<file path="src/rtl/input_change_irq.sv">
module input_change_irq #(
  parameter int BANKS  = 5,
  parameter int BANK_W = 8,
  localparam int W     = BANKS * BANK_W,
  localparam int IDX_W = $clog2(BANKS)
) (
  input  logic              clk,
  input  logic              rst_n,
  input  logic [W-1:0]      pins,
  input  logic [W-1:0]      mask,
  input  logic              rd_en,
  input  logic [IDX_W-1:0]  rd_bank,
  input  logic              burst_end,
  output logic              int_n,
  output logic [BANK_W-1:0] rd_data
);

  logic [W-1:0]      ref_q;
  logic [BANKS-1:0]  owed_q;
  logic              in_burst_q;
  logic [BANK_W-1:0] rd_data_q;
  logic [BANKS-1:0]  bank_pend;
  logic [BANKS-1:0]  rd_sel;

  wire [W-1:0] diff  = (pins ^ ref_q) & ~mask;
  wire         rd_ok = rd_en && (int'(rd_bank) < BANKS);

  for (genvar g = 0; g < BANKS; g++) begin : g_bank
    assign bank_pend[g] = |diff[g*BANK_W +: BANK_W];
    assign rd_sel[g]    = rd_ok && (int'(rd_bank) == g);
  end

  always_ff @(posedge clk) begin
    if (!rst_n) begin
      ref_q      <= pins;
      owed_q     <= '0;
      in_burst_q <= 1'b0;
      rd_data_q  <= '0;
    end else begin
      for (int b = 0; b < BANKS; b++)
        if (rd_sel[b]) ref_q[b*BANK_W +: BANK_W] <= pins[b*BANK_W +: BANK_W];
      if (rd_en)
        rd_data_q <= rd_ok ? pins[int'(rd_bank)*BANK_W +: BANK_W] : '0;
      if (burst_end) begin
        owed_q     <= '0;
        in_burst_q <= 1'b0;
      end else if (rd_ok) begin
        owed_q     <= (in_burst_q ? owed_q : bank_pend) & ~rd_sel;
        in_burst_q <= 1'b1;
      end
    end
  end

  assign int_n   = !((|diff) || (|owed_q));
  assign rd_data = rd_data_q;

endmodule


</file>
<file path="config.mk">
export PLATFORM = sky130hd
export DESIGN_NAME = input_change_irq
export DESIGN_NICKNAME = d
export VERILOG_FILES = /design/src/rtl/input_change_irq.sv
export SDC_FILE = /design/constraint.sdc
export NUM_CORES = 1
export LEC_CHECK = 0
export ABC_CLOCK_PERIOD_IN_PS = 4100
export BUFFER_PORTS_ARGS = -buffer_cell sky130_fd_sc_hd__buf_2
export CAP_MARGIN = 20
export CORE_MARGIN = 3
export CORE_UTILIZATION = 35
export DETAILED_ROUTE_END_ITERATION = 6
export PLACE_DENSITY = 0.64
export REMOVE_ABC_BUFFERS = 1
export SLEW_MARGIN = 20
export SYNTH_ARGS = -nofsm -noshare
export SYNTH_HDL_FRONTEND = slang
export SYNTH_SLANG_ARGS = --single-unit
export TNS_END_PERCENT = 5
</file>
<file path="constraint.sdc">
create_clock -name clk -period 4.1 [get_ports clk]
set_input_delay 0.615 -clock clk [delete_from_list [all_inputs] [get_ports clk]]
set_output_delay 0.615 -clock clk [all_outputs]
set_load 0.005 [all_outputs]
</file>
==> flow_metrics.env <==
export IMPL_max_freq_ghz=0.3851
export IMPL_initial_core_util_pct=37.27
export IMPL_critPathMaxStageDelay_ns=0.50
export IMPL_wl_per_cell_um=17.77
export IMPL_status="finished clean"
export IMPL_place_hpwl_um=5443
export IMPL_numCtsBuffers=5
export IMPL_max_slew_margin_pct=66.07
export IMPL_row_count=30
export IMPL_ctsRootBufferMaster="clkbuf_8"
export IMPL_cp_common_cell="buf_2"
export IMPL_synth_cell_type_count=32
export IMPL_path_class="in2out"
export IMPL_rsz0062_at_grt="no"
export IMPL_cts_tree="built"
export IMPL_crit_end="int_n"
export IMPL_peakVddDrop_mv=0.1954
export IMPL_syn_avg_cell_area_um2=13.77
export IMPL_cp_depth=7
export IMPL_cp_slowest_cell="nor4_1"
export IMPL_crit_family="simple AND/OR/NAND/NOR gates"
export IMPL_power_density_mw_per_mm2=363.0
export IMPL_hp_class="reg2reg"
export IMPL_synth_ff_type="edfxtp_1"
export IMPL_synth_edf_count=40
export IMPL_drv_cap=0
export IMPL_fin_crit_sh_pct=63.33
export IMPL_syn_to_final_growth_pct=25.49
export IMPL_worstReg2RegEnd="owed_q[4]$_SDFFE_PP0P_"
export IMPL_syn_area_mm2=0.002616
export IMPL_finalSetupTns_ns=0
export IMPL_clockBufferDepth=2
export IMPL_crit_path_start_kind="input pin"
export IMPL_grt_first_pass_wirelength_um=10300
export IMPL_vias_per_cell=5.153
export IMPL_reg2reg_slack_ns=2.63
export IMPL_port_buffers=95
export IMPL_cp_end_kind="output port"
export IMPL_cp_required_ns=3.48
export IMPL_cts_resized=0
export IMPL_overflow=0
export IMPL_cts_sinks=54
export IMPL_globalRouteTotalUtil_pct=16.08
export IMPL_post_route_min_period_ns=2.597
export IMPL_htree_levels=2
export IMPL_max_slew_worst_pin_slew_ns=0.5044
export IMPL_die_w_um=92.46
export IMPL_die_h_um=92.46
export IMPL_fillers=683
export IMPL_drive_gt1_share_pct=40.69
export IMPL_routed_wl_um=6860
export IMPL_first_global_vias=1954
export IMPL_synthArstFlopShare_pct=0
export IMPL_first_pass_iters=4
export IMPL_cp_startpoint="pins[17]"
export IMPL_r2r_start="ref_q[33]$_DFFE_PP_"
export IMPL_nNetsFinal=376
export IMPL_ys_ff_latch=54
export IMPL_path_clk_slew_ns=0.10
export IMPL_ys_warn_count=0
export IMPL_antenna_found_initial=0
export IMPL_critPathBufInv=2
export IMPL_grt_max_degree=16
export IMPL_maxSlewViolCount=0
export IMPL_worstPathArrival_ns=1.98
export IMPL_cp_max_fo=3
export IMPL_vias=1989
export IMPL_path_cells="buf_2, xnor2_1, o22ai_1, nor4_1, nand4_1, nor2_1, buf_2"
export IMPL_num_antenna_cells=0
export IMPL_leakage_nw=1.257
export IMPL_finalHoldViolCount=0
export IMPL_post_layout_total_power_mw=1.192
export IMPL_yosysTopAreaCell="edfxtp_1"
export IMPL_cts_hold_fix_buffers=0
export IMPL_clock_latency_ns=0.30
export IMPL_drt_initial_drc_count=154
export IMPL_yosysSeqAreaShare_pct=56.62
export IMPL_gp_congestion=0.8419
export IMPL_fp_coreArea_mm2=0.007019
export IMPL_route_detailed_drc=0
export IMPL_boundaryPins=96
export IMPL_ant_nets=0
export IMPL_netlist_top_cells_area="edfxtp_1 46%, xnor2_1 13%, dfxtp_1 11%"
export IMPL_rr_worst_depth=5
export IMPL_skew_ns=0.005266
export IMPL_synth_top_area_share_pct=45.91
export IMPL_synthCells=190
export IMPL_die_area_mm2=0.008549
export IMPL_postCtsSetupBuffers=0
export IMPL_setup_violations=0
==> power by group <==
group	leakage (nW)	internal, mW	switching, mW
Clock	0.0519	0.152	0.169
Sequential	0.508	0.634	0.0197
Combinational	0.697	0.110	0.106
Total	1.26	0.897	0.295
==> how the worst min path moves through the flow <==
stage | startpoint | endpoint | slack, ns | cells past startpoint
after CTS | pins[15] | ref_q[15]$_DFFE_PP_ | 0.51 | 1
after floorplan | owed_q[3]$_SDFFE_PP0P_ | owed_q[3]$_SDFFE_PP0P_ | 0.48 | 2
final | owed_q[0]$_SDFFE_PP0P_ | owed_q[0]$_SDFFE_PP0P_ | 0.51 | 2
after global routing | pins[4] | ref_q[4]$_DFFE_PP_ | 0.51 | 1
after global placement | owed_q[0]$_SDFFE_PP0P_ | owed_q[0]$_SDFFE_PP0P_ | 0.49 | 2
after detailed placement | owed_q[0]$_SDFFE_PP0P_ | owed_q[0]$_SDFFE_PP0P_ | 0.50 | 2
==> cells in the final DEF (no fill, tap or decap), drive strengths merged <==
cell	n
nor4	5
inv	1
o21ai	3
nor2b	8
or2b	1
nor3	1
clkbuf	7
a2111oi	2
a222oi	8
nand2	10
or3	1
dfxtp	14
o22a	1
nor4bb	2
clkinv	1
o22ai	20
nand3	3
buf	98
nand4	1
edfxtp	40
a21oi	1
xnor2	40
nor2	13
and3	1
mux4	8
==> logic make-up (layout without fill, tap and decap cells) <==
kind of cell              Yosys count  in the layout  share of synthesized area [%]
DFF                                54             54                          56.62
AOI/OAI and AO/OA                  35             35                          10.52
muxes                               8              8                          7.317
buffers and inverters               7            107                          2.104
xor gates and xnor gates           40             40                          13.39
and+or+nand+nor                    46             46                          10.04
==> Yosys cell counts (2+ instances only) <==
cell type / n
edfxtp_1: 40
xnor2_1: 40
o22ai_1: 20
dfxtp_1: 14
nor2_1: 10
nand2_1: 9
a222oi_1: 8
nor2b_1: 8
mux4_2: 5
nor4_1: 5
mux4_1: 3
nand3_1: 3
a2111oi_2: 2
clkbuf_1: 2
nor2_2: 2
nor4bb_1: 2
o21ai_0: 2
==> registers in the layout (all words and copies together) (netlist names) <==
signal and count:
in_burst_q 1, ref_q 40, rd_data 8, owed_q 5
==> per-stage QoR <==
step           area, um^2  hold WS [ns]  worst slack (ns)  util (%)  instances
3_3_place_gp         3183        0.4892             1.445     45.35        378
5_1_grt              3283        0.5054             1.271     46.77        386
6_report             3283        0.5109             1.503     46.77        386
4_1_cts              3283        0.5105             1.485     46.77        386
2_1_floorplan        2565        0.4773             1.851         -        184
3_5_place_dp         3183        0.4986             1.485     45.35        378
==> worst reg2reg max path, stage by stage, from the launching register on <==
cell,delay (ns)
edfxtp_1,0.39
xnor2_1,0.17
o22ai_1,0.09
nor4_1,0.49
o22a_1,0.19
nor2_1,0.04
==> cell type report <==
cell class | instances | area (um^2) | share of cell area (%)
Sequential cell | 54 | 1481 | 45.12
Multi-Input combinational cell | 129 | 1080 | 32.89
Timing Repair Buffer | 98 | 498.0 | 15.17
Tap cell | 96 | 120.1 | 3.659
Clock buffer | 7 | 96.34 | 2.934
Clock inverter | 1 | 3.754 | 0.1143
Inverter | 1 | 3.754 | 0.1143
==> layer usage <==
metal | vias to the layer above | track usage (%) | wire length, um
met5 | - | 0 | 0
met4 | 0 | 5.693 | 112
met3 | 8 | 3.818 | 633
met2 | 103 | 24.83 | 3059
met1 | 936 | 22.08 | 3053
li1 | 942 | - | -
No activity file was read; power rests on OpenSTA's default activity.
